**config.mk**
```make
export PLATFORM = sky130hd
export DESIGN_NAME = fifo_wr_seq
export DESIGN_NICKNAME = d
export VERILOG_FILES = /design/src/rtl/fifo_wr_seq_pkg.sv /design/src/rtl/fifo_wr_seq_timer.sv /design/src/rtl/fifo_wr_seq_flag.sv /design/src/rtl/fifo_wr_seq_fsm.sv /design/src/rtl/fifo_wr_seq.sv
export SDC_FILE = /design/constraint.sdc
export NUM_CORES = 1
export LEC_CHECK = 0
export BUFFER_PORTS_ARGS = -buffer_cell sky130_fd_sc_hd__clkbuf_2
export CORE_MARGIN = 4
export CORE_UTILIZATION = 54
export DETAILED_ROUTE_END_ITERATION = 8
export PLACE_DENSITY = 0.85
export SLEW_MARGIN = 20
export SYNTH_ARGS = -nofsm -noshare
export SYNTH_HDL_FRONTEND = slang
export SYNTH_HIERARCHICAL = 1
export SYNTH_SLANG_ARGS = --single-unit
```
**constraint.sdc**
```tcl
create_clock -name clk -period 3.1 [get_ports clk]
set_input_delay 0.62 -clock clk [delete_from_list [all_inputs] [get_ports clk]]
set_output_delay 0.62 -clock clk [all_outputs]
set_load 0.01 [all_outputs]
```
**src/rtl/fifo_wr_seq_pkg.sv**
```systemverilog
package fifo_wr_seq_pkg;

  typedef enum logic [2:0] {
    S_IDLE,   // nothing written since reset, select released
    S_ASET,   // new address on the bus, waiting for its setup time
    S_WLO,    // write strobe low
    S_WHI,    // write strobe high, hold and flag delay running
    S_RDY,    // address held, ready for a byte or a commit
    S_PLO,    // packet-end strobe low
    S_PHI     // packet-end strobe high recovery
  } wseq_state_e;

  function automatic int unsigned wseq_max(input int unsigned a, input int unsigned b);
    return (a > b) ? a : b;
  endfunction

endpackage

```
**src/rtl/fifo_wr_seq_timer.sv**
```systemverilog
module fifo_wr_seq_timer #(
  parameter int unsigned TW = 4
) (
  input  logic          clk,
  input  logic          rst,
  input  logic          load,
  input  logic [TW-1:0] val,
  output logic          expire
);

  logic [TW-1:0] cnt_q;

  always_ff @(posedge clk) begin
    if (rst) begin
      cnt_q <= '0;
    end else if (load) begin
      cnt_q <= val;
    end else if (cnt_q != '0) begin
      cnt_q <= cnt_q - 1'b1;
    end
  end

  // last cycle of a phase loaded with val cycles
  assign expire = (cnt_q == TW'(1));

endmodule

```
**src/rtl/fifo_wr_seq_flag.sv**
```systemverilog
module fifo_wr_seq_flag (
  input  logic clk,
  input  logic fifo_full,
  output logic full_q
);

  // one sampling register, free running so it is valid right out of reset
  always_ff @(posedge clk) begin
    full_q <= fifo_full;
  end

endmodule

```
**src/rtl/fifo_wr_seq_fsm.sv**
```systemverilog
module fifo_wr_seq_fsm
  import fifo_wr_seq_pkg::*;
#(
  parameter int unsigned AW     = 2,
  parameter int unsigned DW     = 8,
  parameter int unsigned TW     = 4,
  parameter int unsigned N_SFA  = 1,
  parameter int unsigned N_LOW  = 1,
  parameter int unsigned N_GAP  = 1,
  parameter int unsigned N_PLO  = 1,
  parameter int unsigned N_PHI  = 1
) (
  input  logic          clk,
  input  logic          rst,
  input  logic [AW-1:0] s_addr,
  input  logic [DW-1:0] s_data,
  input  logic          s_valid,
  output logic          s_ready,
  input  logic          pkt_req,
  output logic          pkt_ready,
  input  logic          full_q,
  output logic          tmr_load,
  output logic [TW-1:0] tmr_val,
  input  logic          tmr_exp,
  output logic [AW-1:0] fifo_addr,
  output logic          fifo_cs_n,
  output logic          fifo_wr_n,
  output logic [DW-1:0] fifo_data,
  output logic          fifo_pktend_n
);

  wseq_state_e state_q, state_d;
  logic        accept;
  logic        pkt_go;
  logic        same_addr;

  assign s_ready   = ((state_q == S_IDLE) || (state_q == S_RDY)) && !full_q;
  assign pkt_ready = (state_q == S_RDY) && !s_valid;
  assign accept    = s_valid && s_ready;
  assign pkt_go    = pkt_req && pkt_ready;
  assign same_addr = (s_addr == fifo_addr);

  always_comb begin
    state_d  = state_q;
    tmr_load = 1'b0;
    tmr_val  = '0;
    case (state_q)
      S_IDLE: begin
        if (accept) begin
          state_d  = S_ASET;
          tmr_load = 1'b1;
          tmr_val  = TW'(N_SFA);
        end
      end
      S_RDY: begin
        if (accept && same_addr) begin
          state_d  = S_WLO;
          tmr_load = 1'b1;
          tmr_val  = TW'(N_LOW);
        end else if (accept) begin
          state_d  = S_ASET;
          tmr_load = 1'b1;
          tmr_val  = TW'(N_SFA);
        end else if (pkt_go) begin
          state_d  = S_PLO;
          tmr_load = 1'b1;
          tmr_val  = TW'(N_PLO);
        end
      end
      S_ASET: begin
        if (tmr_exp) begin
          state_d  = S_WLO;
          tmr_load = 1'b1;
          tmr_val  = TW'(N_LOW);
        end
      end
      S_WLO: begin
        if (tmr_exp) begin
          state_d  = S_WHI;
          tmr_load = 1'b1;
          tmr_val  = TW'(N_GAP);
        end
      end
      S_WHI: begin
        if (tmr_exp) state_d = S_RDY;
      end
      S_PLO: begin
        if (tmr_exp) begin
          state_d  = S_PHI;
          tmr_load = 1'b1;
          tmr_val  = TW'(N_PHI);
        end
      end
      S_PHI: begin
        if (tmr_exp) state_d = S_RDY;
      end
      default: state_d = S_IDLE;
    endcase
  end

  // pins are registered from the next state so they change with state_q
  always_ff @(posedge clk) begin
    if (rst) begin
      state_q       <= S_IDLE;
      fifo_addr     <= '0;
      fifo_data     <= '0;
      fifo_cs_n     <= 1'b1;
      fifo_wr_n     <= 1'b1;
      fifo_pktend_n <= 1'b1;
    end else begin
      state_q       <= state_d;
      fifo_cs_n     <= (state_d == S_IDLE);
      fifo_wr_n     <= (state_d != S_WLO);
      fifo_pktend_n <= (state_d != S_PLO);
      if (accept) begin
        fifo_addr <= s_addr;
        fifo_data <= s_data;
      end
    end
  end

endmodule

```
**src/rtl/fifo_wr_seq.sv**
```systemverilog
module fifo_wr_seq
  import fifo_wr_seq_pkg::*;
#(
  parameter int unsigned AW      = 2,
  parameter int unsigned DW      = 8,
  parameter int unsigned T_SFA   = 2,
  parameter int unsigned T_WRPWL = 3,
  parameter int unsigned T_WRPWH = 2,
  parameter int unsigned T_SFD   = 2,
  parameter int unsigned T_FDH   = 1,
  parameter int unsigned T_XFLG  = 2,
  parameter int unsigned T_PEPWL = 2,
  parameter int unsigned T_PEPWH = 3
) (
  input  logic          clk,
  input  logic          rst,
  input  logic [AW-1:0] s_addr,
  input  logic [DW-1:0] s_data,
  input  logic          s_valid,
  output logic          s_ready,
  input  logic          pkt_req,
  output logic          pkt_ready,
  output logic [AW-1:0] fifo_addr,
  output logic          fifo_cs_n,
  output logic          fifo_wr_n,
  output logic [DW-1:0] fifo_data,
  output logic          fifo_pktend_n,
  input  logic          fifo_full
);

  // strobe low covers both the minimum width and data setup
  localparam int unsigned N_LOW = wseq_max(T_WRPWL, T_SFD);
  // full high time between burst strobes; the ready cycle is its last cycle
  localparam int unsigned N_HIW = wseq_max(wseq_max(T_WRPWH, T_FDH), T_XFLG + 1);
  localparam int unsigned N_GAP = N_HIW - 1;
  localparam int unsigned N_MAX = wseq_max(wseq_max(wseq_max(T_SFA, N_LOW), N_GAP),
                                           wseq_max(T_PEPWL, T_PEPWH));
  localparam int unsigned TW    = $clog2(N_MAX + 1) + 1;

  logic          full_q;
  logic          tmr_load;
  logic [TW-1:0] tmr_val;
  logic          tmr_exp;

  fifo_wr_seq_flag u_flag (
    .clk       (clk),
    .fifo_full (fifo_full),
    .full_q    (full_q)
  );

  fifo_wr_seq_timer #(.TW(TW)) u_timer (
    .clk    (clk),
    .rst    (rst),
    .load   (tmr_load),
    .val    (tmr_val),
    .expire (tmr_exp)
  );

  fifo_wr_seq_fsm #(
    .AW    (AW),
    .DW    (DW),
    .TW    (TW),
    .N_SFA (T_SFA),
    .N_LOW (N_LOW),
    .N_GAP (N_GAP),
    .N_PLO (T_PEPWL),
    .N_PHI (T_PEPWH)
  ) u_fsm (
    .clk           (clk),
    .rst           (rst),
    .s_addr        (s_addr),
    .s_data        (s_data),
    .s_valid       (s_valid),
    .s_ready       (s_ready),
    .pkt_req       (pkt_req),
    .pkt_ready     (pkt_ready),
    .full_q        (full_q),
    .tmr_load      (tmr_load),
    .tmr_val       (tmr_val),
    .tmr_exp       (tmr_exp),
    .fifo_addr     (fifo_addr),
    .fifo_cs_n     (fifo_cs_n),
    .fifo_wr_n     (fifo_wr_n),
    .fifo_data     (fifo_data),
    .fifo_pktend_n (fifo_pktend_n)
  );

endmodule

```
After elaboration in Yosys (flattened, before gate mapping) --
Cells that the tools add are included.
Storage, ports and cells: memories kept 0, output and inout port bits 15, word-level logic and storage cells 58, register bits 20, bits in read-only memories 0, latch bits 0, RAM bits 0
Cells by class: add/sub/neg operators 1, shift operators 0, order comparisons 0, divide/modulo/power cells 0, equality and inequality tests 10, bitwise logic cells 0, reductions and logical operators 15, mux-type cells 24, multiply operators 0
Operators by type and width (number):
- two-way mux 3 bit | 12
- one-hot mux 3 bit (6 select lines) | 1
- one-hot mux 3 bit (4 select lines) | 1
- == test 3 bit (second input constant) | 3
- two-way mux 2 bit | 4
- == test 3 x 1 -> 1 bit (second input constant) | 2
- == test 3 x 2 -> 1 bit (second input constant) | 2
- logical NOT 3 bit | 2
- logical AND 1 bit | 5
- two-way mux 1 bit | 5
- OR reduction 2 bit | 2
- inequality test 3 x 2 -> 1 bit (second input constant) | 1
- inequality test 3 bit (second input constant) | 1
- one-hot mux 1 bit (3 select lines) | 1
- nonzero test 3 bit | 1
- OR reduction 3 bit | 1
- subtractor 3 x 1 -> 3 bit (second input constant) | 1
- == test 2 bit | 1
- logical NOT 1 bit | 2
- nonzero test 2 bit | 1
- logical OR 1 bit | 1

Longest topological paths before layout --
Gate-level depths: netlist (run 1).
depth after elaboration 8, depth in mapped cells 7, gate-level depth less buffers 7

Cells and area by module --
Netlist (run 1), hierarchy kept.
By module, submodules not included:
- fifo_wr_seq_fsm | cells an instance 97, seq. area each 320.3 sq um, instances 1, area an instance 814.5 sq um
- fifo_wr_seq_timer | cells an instance 23, seq. area each 60.1 sq um, instances 1, area an instance 224.0 sq um
- fifo_wr_seq_flag | cells an instance 1, seq. area each 20.0 sq um, instances 1, area an instance 20.0 sq um

Least setup slack after synthesis (run 1) --
Ideal clock, no wire load.
kind input-to-reg, start in s_valid, end reg u_timer.cnt_q[0], arrival 1.808 ns, slack 1.180 ns, path buffers 0, cell stages on the path 6, required time 2.988 ns, path through nand3b_1 > a21oi_1 > a21oi_1 > o21ai_0 > nor2b_1 > a2111oi_1
On the way: word-level cells in the longest chain between the ends 8, elaborated cells on any way between the ends 15
RTL lines:
- start, declared | RTL line fifo_wr_seq.sv:19 | input logic s_valid,
- logical NOT 1 bit | RTL line fifo_wr_seq_fsm.sv:38 | assign pkt_ready = (state_q == S_RDY) && !s_valid;
- logical AND 1 bit | RTL line fifo_wr_seq_fsm.sv:38
- logical AND 1 bit | RTL line fifo_wr_seq_fsm.sv:40 | assign pkt_go = pkt_req && pkt_ready;
- two-way mux 1 bit | RTL line fifo_wr_seq_fsm.sv:64 | end else if (pkt_go) begin
- two-way mux 1 bit | RTL line fifo_wr_seq_fsm.sv:60 | end else if (accept) begin
- two-way mux 1 bit | RTL line fifo_wr_seq_fsm.sv:56 | if (accept && same_addr) begin
- one-hot mux 1 bit (3 select lines) (*) | RTL line fifo_wr_seq_fsm.sv:47 | case (state_q)
- net tmr_load | RTL line fifo_wr_seq.sv:41 | logic tmr_load;
- two-way mux 3 bit or nonzero test 2 bit (tied branches)
- end signal, assigned | RTL line fifo_wr_seq_timer.sv:17 | cnt_q <= val;
- end signal, assigned | RTL line fifo_wr_seq_timer.sv:19 | cnt_q <= cnt_q - 1'b1;
- end, declared | RTL line fifo_wr_seq_timer.sv:11 | logic [TW-1:0] cnt_q;
Mark *: on every way through the listed nets, which the timed path passes. The rest lies on a longest branch. A chain may end at the register's enable or synchronous reset.

Worst setup path after layout (run 1) --
start reg u_fsm.state_q[1], end reg u_timer.cnt_q[0]
On the way: word-level cells in the longest chain between the ends 8, elaborated cells on any way between the ends 23
RTL lines:
- start, declared | RTL line fifo_wr_seq_fsm.sv:32 | wseq_state_e state_q, state_d;
- start signal, assigned | RTL line fifo_wr_seq_fsm.sv:111 | state_q <= state_d;
- == test 3 bit or logical NOT 3 bit (tied branches) | RTL line fifo_wr_seq_fsm.sv:37, fifo_wr_seq_fsm.sv:47
- logical OR 1 bit | RTL line fifo_wr_seq_fsm.sv:37 | assign s_ready = ((state_q == S_IDLE) || (state_q == S_RDY)) && !full_q;
- logical AND 1 bit | RTL line fifo_wr_seq_fsm.sv:37
- logical AND 1 bit | RTL line fifo_wr_seq_fsm.sv:39 | assign accept = s_valid && s_ready;
- two-way mux 3 bit or logical AND 1 bit (tied branches) | RTL line fifo_wr_seq_fsm.sv:60, fifo_wr_seq_fsm.sv:56
- two-way mux 3 bit | RTL line fifo_wr_seq_fsm.sv:56
- one-hot mux 3 bit (4 select lines) (*) | RTL line fifo_wr_seq_fsm.sv:47
- net tmr_val[0] | RTL line fifo_wr_seq.sv:42 | logic [TW-1:0] tmr_val;
- two-way mux 3 bit (*) | RTL line fifo_wr_seq_timer.sv:16 | end else if (load) begin
Marked as above.

==> impl_metrics.tcl, run 1 <==
set metrics [dict create \
    synth_area_sq_um 1060 \
    ys.flop_type "dfxtp_1" \
    place_congestion 0.807 \
    synthTopCellsByArea "dfxtp_1 38%, nand2_1 7.8%, a21oi_1 6.6%" \
    grt_max_degree 19 \
    worst_hold_slack_ns 0.409 \
    instances_no_fill 171 \
    tightest_slew_ns 0.719 \
    fp.dieArea_sq_um 2730 \
    rsz0062_at_grt "no" \
    cts_buffers 3 \
    fin_skew_ns 0.00696 \
    vias 925 \
    antennaDiodeCount 0 \
    dp_hpwl_microns 1670 \
    max_cap_viol_count 0 \
    cp_max_fo 16 \
    grt_pass1_vias 943 \
    firstDrtPassIters 4 \
    synth_top_cell_by_area "dfxtp_1" \
    clock-sinks 20 \
    grtUsageTotal_pct 18.9 \
    cts.path.max_buffers 2 \
    num_rows 15 \
    synth.avg_cell_area_sq_um 8.75 \
    slowest_delay_ns 0.74 \
    portBuffers 29 \
    synth_nets 139 \
    cts_resized 0 \
    worstSetupPathType "reg2reg" \
    synthArstFlopShare_pct 0 \
    ys_seq_elements 20 \
    vias_per_cell 5.41 \
    io_pins 30 \
    cp_slowest_cell "nor4b_4" \
    die_w_microns 52.3 \
    initial_core_util_pct 59.4 \
    first_iter_violations 16 \
    htree_levels 1 \
    vdd_drop_max_mv 0.411 \
    clock_latency_ns 0.31 \
    yosysSeqAreaShare_pct 37.8 \
    mostFrequentLayoutCells "29 x clkbuf_2, 22 x nand2_1, 20 x dfxtp_1" \
    max_freq_ghz 0.445 \
    setup-tns-final_ns 0 \
    layout_commonest_cell "clkbuf_2" \
    die_h_microns 52.3 \
    relSlewSlack_pct 51.6 \
    core_area_sq_um 1780 \
    min_path_type "in2reg" \
    cp-end-kind "register" \
    syn_inst 121 \
    postLayoutCoreUtil_pct 69.1 \
    area_growth_pct 16.4 \
    fin_crit_ns 2.25 \
    dpl.cell_count 167 \
    postCtsSetupBuffers 0 \
    post-route-period-util_pct 72.4 \
    leakage_nw 0.496 \
    status "finished, final reports clean" \
    cp_num_buf_inv 0 \
    drc_errors 0 \
    cts_root_buf "clkbuf_4" \
    wl_microns 2220 \
    drive_gt1_share_pct 28.8 \
    hold_viol 0 \
    grt_pass1_wl_microns 3880 \
    setup_violations 0 \
    cp_cell_sequence "nor4b_4 > nand4_1 > a21oi_1 > nor2b_1 > a2111oi_1" \
    synth_warnings 6 \
    power.density_nw_per_um2 714 \
    worstPathRequired_ns 3.29 \
    grt_overflow 0 \
    cts_hold_buf 0 \
    power.total_w 0.000880 \
    final_antenna_net_count 0 \
    clk_pin_slew_ns 0.12 \
    cp.arrival_ns 2.43 \
    tritoncts "yes" \
    synth_edf_count 0 \
    final_nets 165 \
    startpoint_type "register" \
    synthDistinctLibCells 41 \
    wire_per_inst_microns 13.0 \
    drv_slew 0 \
    cp_top_family "simple AND/OR/NAND/NOR gates" \
    synth.top_cell.area_share_pct 37.8 \
    antenna_found_initial 0 \
]
-- stage by stage --
step                      instance area [sq um]  setup slack [ns]
after CTS                                  1230             0.888
final                                      1230             0.854
after floorplan                            1060              1.18
after detailed placement                   1180             0.770
after global routing                       1230             0.696
after global placement                     1180             0.885
-- power breakdown --
| part | total (W) | leakage, nW | internal [W] | switching (W) |
|---|---|---|---|---|
| registers | 0.000360 | 0.164 | 0.000301 | 0.0000595 |
| logic | 0.000306 | 0.305 | 0.000147 | 0.000159 |
| clock network | 0.000214 | 0.0279 | 0.000131 | 0.0000829 |
| total | 0.000880 | 0.496 | 0.000579 | 0.000301 |
-- worst reg2reg max path, stage by stage, from the launching register on --
cell and delay, ns:
dfxtp_1 0.50, nor4b_4 0.74, nand4_1 0.26, a21oi_1 0.19, nor2b_1 0.07, a2111oi_1 0.35
-- cell type report --
class                      count  area, sq um
multi-input combinational     89          588
fill                         146          551
sequential                    20          400
timing repair buffer          29          145
tap                           25         31.3
clock inverter                 1         30.0
clock buffer                   3         22.5
inverter                       4         15.0
-- sequential cells by signal, summed over array words and instances, names as in the netlist --
signal / count
u_fsm/state_q: 3
u_fsm/fifo_wr_n: 1
u_timer/cnt_q: 3
u_fsm/fifo_data: 8
u_fsm/fifo_pktend_n: 1
u_fsm/fifo_cs_n: 1
u_fsm/fifo_addr: 2
u_flag/full_q: 1
-- synth_stat cells (2+ instances only) --
cell type,number
nand2_1,22
dfxtp_1,20
a21oi_1,14
nor2b_1,6
inv_1,4
nand2b_1,4
a2111oi_1,3
clkbuf_1,3
ha_1,3
nand3b_1,3
a21oi_2,2
buf_2,2
nand3_1,2
nand4b_1,2
nor2_1,2
nor4b_1,2
o21ai_0,2
xnor2_1,2
-- path summary, 6_finish.rpt --
| path | start | endpoint | slack [ns] | cells past startpoint |
|---|---|---|---|---|
| worst max-delay path | u_fsm/state_q[1]$_SDFF_PP0_ | u_timer/cnt_q[0]$_SDFFE_PP0P_ | 0.85 | 5 |
| worst min-delay path | fifo_full | u_flag/full_q$_DFF_P_ | 0.41 | 1 |
| worst max register to register | u_fsm/state_q[1]$_SDFF_PP0_ | u_timer/cnt_q[0]$_SDFFE_PP0P_ | 0.85 | 5 |
| worst min register to register | u_fsm/fifo_data[5]$_SDFFE_PP0P_ | u_fsm/fifo_data[5]$_SDFFE_PP0P_ | 0.46 | 2 |
-- cells by family after synthesis --
family / share of synthesized area (%)
AOI/OAI and AO/OA: 18.2
xor gates and xnor gates: 1.66
adders and majority gates: 4.61
buffers and inverters: 6.62
DFF: 37.8
muxes: 1.06
other: 0.354
and+or+nand+nor: 29.7
-- routing by layer --
metal / wire length (microns) / global-route usage [%] / share of wire (%)
met5: 0 / 0 / 0
met1: 941 / 22.0 / 42
met3: 156 / 4.27 / 7.0
met4: 39 / 7.66 / 1.8
met2: 1090 / 33.1 / 49
Note: power is estimated with default switching activity, not from simulation.
==> run 2: changes to the inputs <==
Settings changed: CORE_UTILIZATION 54 to 45, PLACE_DENSITY 0.85 to 0.76.
Clock period 3.1 ns to 2 ns, I/O delays scaled along.
==> run 2 against run 1 <==
Sequential cell count unchanged. Clock power grew 53%. Count of clock-buffer cells in the layout is the same. Critical path type unchanged. Wire length up 0.99%. Hold slack worse by 0.22 ns. Clock skew shrank 0.0061 ns.
==> impl_metrics.tcl, run 2 (same netlist as run 1, synthesis figures left out) <==
set metrics [dict create \
    grt_pass1_vias 920 \
    core_area_sq_um 2230 \
    fin_skew_ns 0.000872 \
    worstPathRequired_ns 2.18 \
    die_w_microns 56.5 \
    layout_commonest_cell "clkbuf_2" \
    fp.dieArea_sq_um 3190 \
    hold_viol 0 \
    drv_slew 0 \
    max_cap_viol_count 0 \
    area_growth_pct 20.6 \
    largest_reg_flops 8 \
    tritoncts "yes" \
    fin_crit_ns 1.84 \
    antenna_found_initial 0 \
    vias 963 \
    p_int_w 0.000925 \
    grt_max_degree 17 \
    htree_levels 1 \
    dp_hpwl_microns 1640 \
    stdcell_area_sq_um 1280 \
    cts_root_buf "clkbuf_4" \
    final_antenna_net_count 0 \
    grt_overflow 0 \
    postLayoutCoreUtil_pct 57.1 \
    post-route-period-util_pct 92.2 \
    p_clk_share_pct 23.4 \
    min_path_type "in2reg" \
    die_h_microns 56.5 \
    place_congestion 0.790 \
    portBuffers 29 \
    cts_buffers 3 \
    num_rows 17 \
    vdd_drop_max_mv 0.584 \
    cp_max_fo 8 \
    worstSetupPathType "reg2reg" \
    max_freq_ghz 0.542 \
    power_frac_seq_pct 38.2 \
    power.density_nw_per_um2 1090 \
    wire_per_inst_microns 12.6 \
    cp.arrival_ns 2.02 \
    first_iter_violations 12 \
    vias_per_cell 5.41 \
    dpl.cell_count 174 \
    drive_gt1_share_pct 32.0 \
    startpoint_type "register" \
    initial_core_util_pct 47.4 \
    grtUsageTotal_pct 15.1 \
    wl_microns 2250 \
    power_frac_comb_pct 38.4 \
    reg.largest.list "u_fsm/fifo_data: 8 flops, u_fsm/state_q: 3 flops, u_timer/cnt_q: 3 flops" \
    p_sw_share_pct 33.8 \
    instances_no_fill 178 \
    status "finished, final reports clean" \
    placed_cell_area_sq_um 1210 \
    setup_violations 0 \
    firstDrtPassIters 4 \
    clock-sinks 20 \
    grt_pass1_wl_microns 3850 \
    antennaDiodeCount 0 \
    switching_power_w 0.000473 \
    clk_pin_slew_ns 0.11 \
    leakage_nw 0.520 \
    cp-end-kind "register" \
    setup-tns-final_ns 0 \
    mostFrequentLayoutCells "29 x clkbuf_2, 22 x nand2_1, 20 x dfxtp_1" \
    cts.path.max_buffers 2 \
    postCtsSetupBuffers 0 \
    drc_errors 0 \
    io_pins 30 \
    largest_register "u_fsm/fifo_data" \
    final_nets 169 \
    clock_latency_ns 0.30 \
]
run 2: critical path, cell delays in order, from the launching register on:
cell	delay, ns
dfxtp_1	0.35
inv_1	0.07
ha_1	0.17
and2b_2	0.24
a21oi_1	0.18
o21ai_0	0.10
buf_4	0.17
nor4b_1	0.35
a2111oi_2	0.10
run 2: layout make-up:
class	instances	area, sq um
Fill cell	200	957
Timing Repair Buffer	33	175
Clock inverter	1	30.0
Clock buffer	3	22.5
Inverter	4	15.0
Multi-Input combinational cell	89	598
Sequential cell	20	400
Tap cell	28	35.0
run 2: final timing paths:
| kind | start | end | slack (ns) | depth (start not counted) |
|---|---|---|---|---|
| worst max-delay path | u_timer/cnt_q[1]$_SDFFE_PP0P_ | u_timer/cnt_q[0]$_SDFFE_PP0P_ | 0.16 | 8 |
| worst min-delay path | fifo_full | u_flag/full_q$_DFF_P_ | 0.19 | 1 |
| worst max register to register | u_timer/cnt_q[1]$_SDFFE_PP0P_ | u_timer/cnt_q[0]$_SDFFE_PP0P_ | 0.16 | 8 |
| worst min register to register | u_fsm/fifo_data[6]$_SDFFE_PP0P_ | u_fsm/fifo_data[6]$_SDFFE_PP0P_ | 0.46 | 2 |
run 2: metal layers:
layer	up-vias	track usage, %	share of wire [%]	wire (microns)
li1	479	-	-	-
met1	453	16.9	44	988
met2	26	25.7	47	1040
met3	5	4.37	7.4	166
met4	0	7.12	2.0	45
met5	-	0	0	0
run 2: power groups by stage:
stage / combinational (W) / sequential [W] / clock, W
after floorplan: 0.000389 / 0.000529 / 0
after global placement: 0.000485 / 0.000538 / 0
after detailed placement: 0.000503 / 0.000541 / 0
after CTS: 0.000508 / 0.000533 / 0.000338
after global routing: 0.000594 / 0.000548 / 0.000356
final: 0.000536 / 0.000533 / 0.000328
run 2: through the flow:
step | power (W) | worst slack [ns] | hold slack (ns)
floorplan | 0.000918 | 0.262 | 0.428
global placement | 0.00102 | 0.259 | 0.443
detailed placement | 0.00104 | 0.182 | 0.449
CTS | 0.00138 | 0.145 | 0.182
global route | 0.00150 | -0.0136 | 0.176
finish | 0.00140 | 0.157 | 0.191
run 2: timing repair:
item,4_1_cts,5_1_grt
hold buffers,0,0
endpoints found under the setup margin,0,2
gates resized for setup,0,2
==> run 3: changes to the inputs <==
Settings changed: RECOVER_POWER set to 25.
==> run 3 against run 2 <==
Design area is 0.69% lower. Total power is 0.32% lower. Via count is 0.52% higher. Sequential share of layout area is 0.22 points higher. Clock skew hardly changed. Fmax hardly changed. Largest power group is now registers. Non-clock buffer count stayed put. Core utilization is 0.39 points lower. Count of clock-buffer cells in the layout stayed put.
==> impl_metrics.tcl, run 3 (same netlist as run 1, synthesis figures left out) <==
set metrics [dict create \
    vias 968 \
    setup_violations 0 \
    placed_cell_area_sq_um 1210 \
    p_clk_share_pct 23.5 \
    cp.arrival_ns 2.02 \
    worst_hold_slack_ns 0.191 \
    power.density_nw_per_um2 1100 \
    htree_levels 1 \
    vdd_drop_max_mv 0.583 \
    post-route-period-util_pct 92.2 \
    vias_per_cell 5.44 \
    dp_hpwl_microns 1640 \
    cp_top_family "simple AND/OR/NAND/NOR gates" \
    cts_buffers 3 \
    num_rows 17 \
    multi_input_area_sq_um 598 \
    antennaDiodeCount 0 \
    cp_cell_sequence "inv_1 > ha_1 > and2b_2 > a21oi_1 > o21ai_0 > buf_4 > nor4b_1 > a2111oi_2" \
    crit_cells 8 \
    p_int_w 0.000920 \
    die_w_microns 56.5 \
    reg2reg_slack_ns 0.16 \
    dpl.cell_count 174 \
    hold_start "fifo_full" \
    stdcell_area_sq_um 1270 \
    whs_path_depth 1 \
    clock-sinks 20 \
    fin_skew_ns 0.000874 \
    switching_power_w 0.000473 \
    clock_latency_ns 0.30 \
    place_congestion 0.790 \
    die_h_microns 56.5 \
    cp_slowest_cell "dfxtp_1" \
    reg.largest.list "u_fsm/fifo_data: 8 flops, u_fsm/state_q: 3 flops, u_timer/cnt_q: 3 flops" \
    hold_end "u_flag/full_q$_DFF_P_" \
    power_frac_comb_pct 38.2 \
    reg2regPathDepth 8 \
    instances_no_fill 178 \
    cp_max_fo 8 \
    drc_errors 0 \
    wire_per_inst_microns 12.7 \
    drv_slew 0 \
    slowest_delay_ns 0.35 \
    worstSetupPathType "reg2reg" \
    wl_microns 2260 \
    p_sw_share_pct 34.0 \
    setup_ws_ns 0.157 \
    largest_register "u_fsm/fifo_data" \
    grt_overflow 0 \
    largest_reg_flops 8 \
    r2r-start "u_timer/cnt_q[1]$_SDFFE_PP0P_" \
    grt_max_degree 17 \
    area_growth_pct 19.7 \
    portBuffers 29 \
    initial_core_util_pct 47.4 \
    cts_root_buf "clkbuf_4" \
    postCtsSetupBuffers 0 \
    drive_gt1_share_pct 27.3 \
    regArea_sq_um 400 \
    clk_pin_slew_ns 0.11 \
    fin_crit_ns 1.84 \
    grt_pass1_vias 920 \
    io_pins 30 \
    final_nets 169 \
    power_frac_seq_pct 38.3 \
    firstDrtPassIters 4 \
    fp.dieArea_sq_um 3190 \
    startpoint_type "register" \
    cp_num_buf_inv 2 \
    max_cap_viol_count 0 \
    tritoncts "yes" \
    cts.path.max_buffers 2 \
    core_area_sq_um 2230 \
    hold_viol 0 \
    grtUsageTotal_pct 15.1 \
    pre_cts_slack_ns 0.182 \
    min_path_type "in2reg" \
    fill_cells 200 \
    power.total_w 0.00139 \
    max_freq_ghz 0.542 \
    status "finished, final reports clean" \
    first_iter_violations 19 \
    antenna_found_initial 0 \
    final_antenna_net_count 0 \
    cp-end-kind "register" \
    leakage_nw 0.498 \
    rr_endpoint "u_timer/cnt_q[0]$_SDFFE_PP0P_" \
    grt_pass1_wl_microns 3850 \
    worstPathRequired_ns 2.18 \
    mostFrequentLayoutCells "22 x clkbuf_2, 22 x nand2_1, 20 x dfxtp_1" \
]
run 3: cell types whose count changed in the layout (fill, tap and decap cells not counted):
| cell | delta |
|---|---|
| clkbuf_1 | +7 |
| clkbuf_2 | -7 |
run 3: per-stage QoR:
stage / util [%] / setup TNS (ns)
final: 56.8 / 0
after global placement: 54.3 / 0
after CTS: 56.7 / 0
after global routing: 56.8 / -0.0136
after detailed placement: 54.3 / 0
after floorplan: - / 0
run 3: power groups by stage:
stage | registers, W | clock network, W | logic [W]
global placement | 0.000538 | 0 | 0.000485
CTS | 0.000533 | 0.000338 | 0.000508
finish | 0.000533 | 0.000328 | 0.000532
global route | 0.000547 | 0.000356 | 0.000589
floorplan | 0.000529 | 0 | 0.000389
detailed placement | 0.000541 | 0 | 0.000503
run 3: layout make-up:
type	count	share of cell area [%]
clock buffer	3	1.78
timing repair buffer	33	13.1
clock inverter	1	2.37
sequential	20	31.6
multi-input combinational	89	47.2
inverter	4	1.18
tap	28	2.76
run 3: worst max-delay path by stage:
| stage | from | to | slack [ns] |
|---|---|---|---|
| floorplan | u_timer/cnt_q[1]$_SDFFE_PP0P_ | u_timer/cnt_q[0]$_SDFFE_PP0P_ | 0.26 |
| global placement | s_valid | u_timer/cnt_q[1]$_SDFFE_PP0P_ | 0.26 |
| detailed placement | s_valid | u_timer/cnt_q[0]$_SDFFE_PP0P_ | 0.18 |
| CTS | u_timer/cnt_q[1]$_SDFFE_PP0P_ | u_timer/cnt_q[0]$_SDFFE_PP0P_ | 0.15 |
| global route | u_timer/cnt_q[1]$_SDFFE_PP0P_ | u_timer/cnt_q[0]$_SDFFE_PP0P_ | -0.01 |
| finish | u_timer/cnt_q[1]$_SDFFE_PP0P_ | u_timer/cnt_q[0]$_SDFFE_PP0P_ | 0.16 |
run 3: worst reg2reg max path, delay by kind of cell (launching register included):
kind                     cells  cell delay (ns)
AND/OR/NAND/NOR              2             0.59
AO/OA/AOI/OAI                3             0.38
adder cells (fa/ha/maj)      1             0.17
flip-flops                   1             0.35
buffers and inverters        2             0.24
run 3: routing by layer:
layer	share of wire, %	vias to the layer above	GRT usage [%]	wire length (microns)
met5	0	-	0	0
met4	2.0	0	7.12	45
met3	7.3	5	4.37	164
met2	47	26	25.7	1050
met1	44	458	16.9	996
li1	-	479	-	-
run 3: repair_timing:
action,in CTS,in global routing
endpoints found under the setup margin,0,2
hold buffers,0,0
resized for setup,0,2
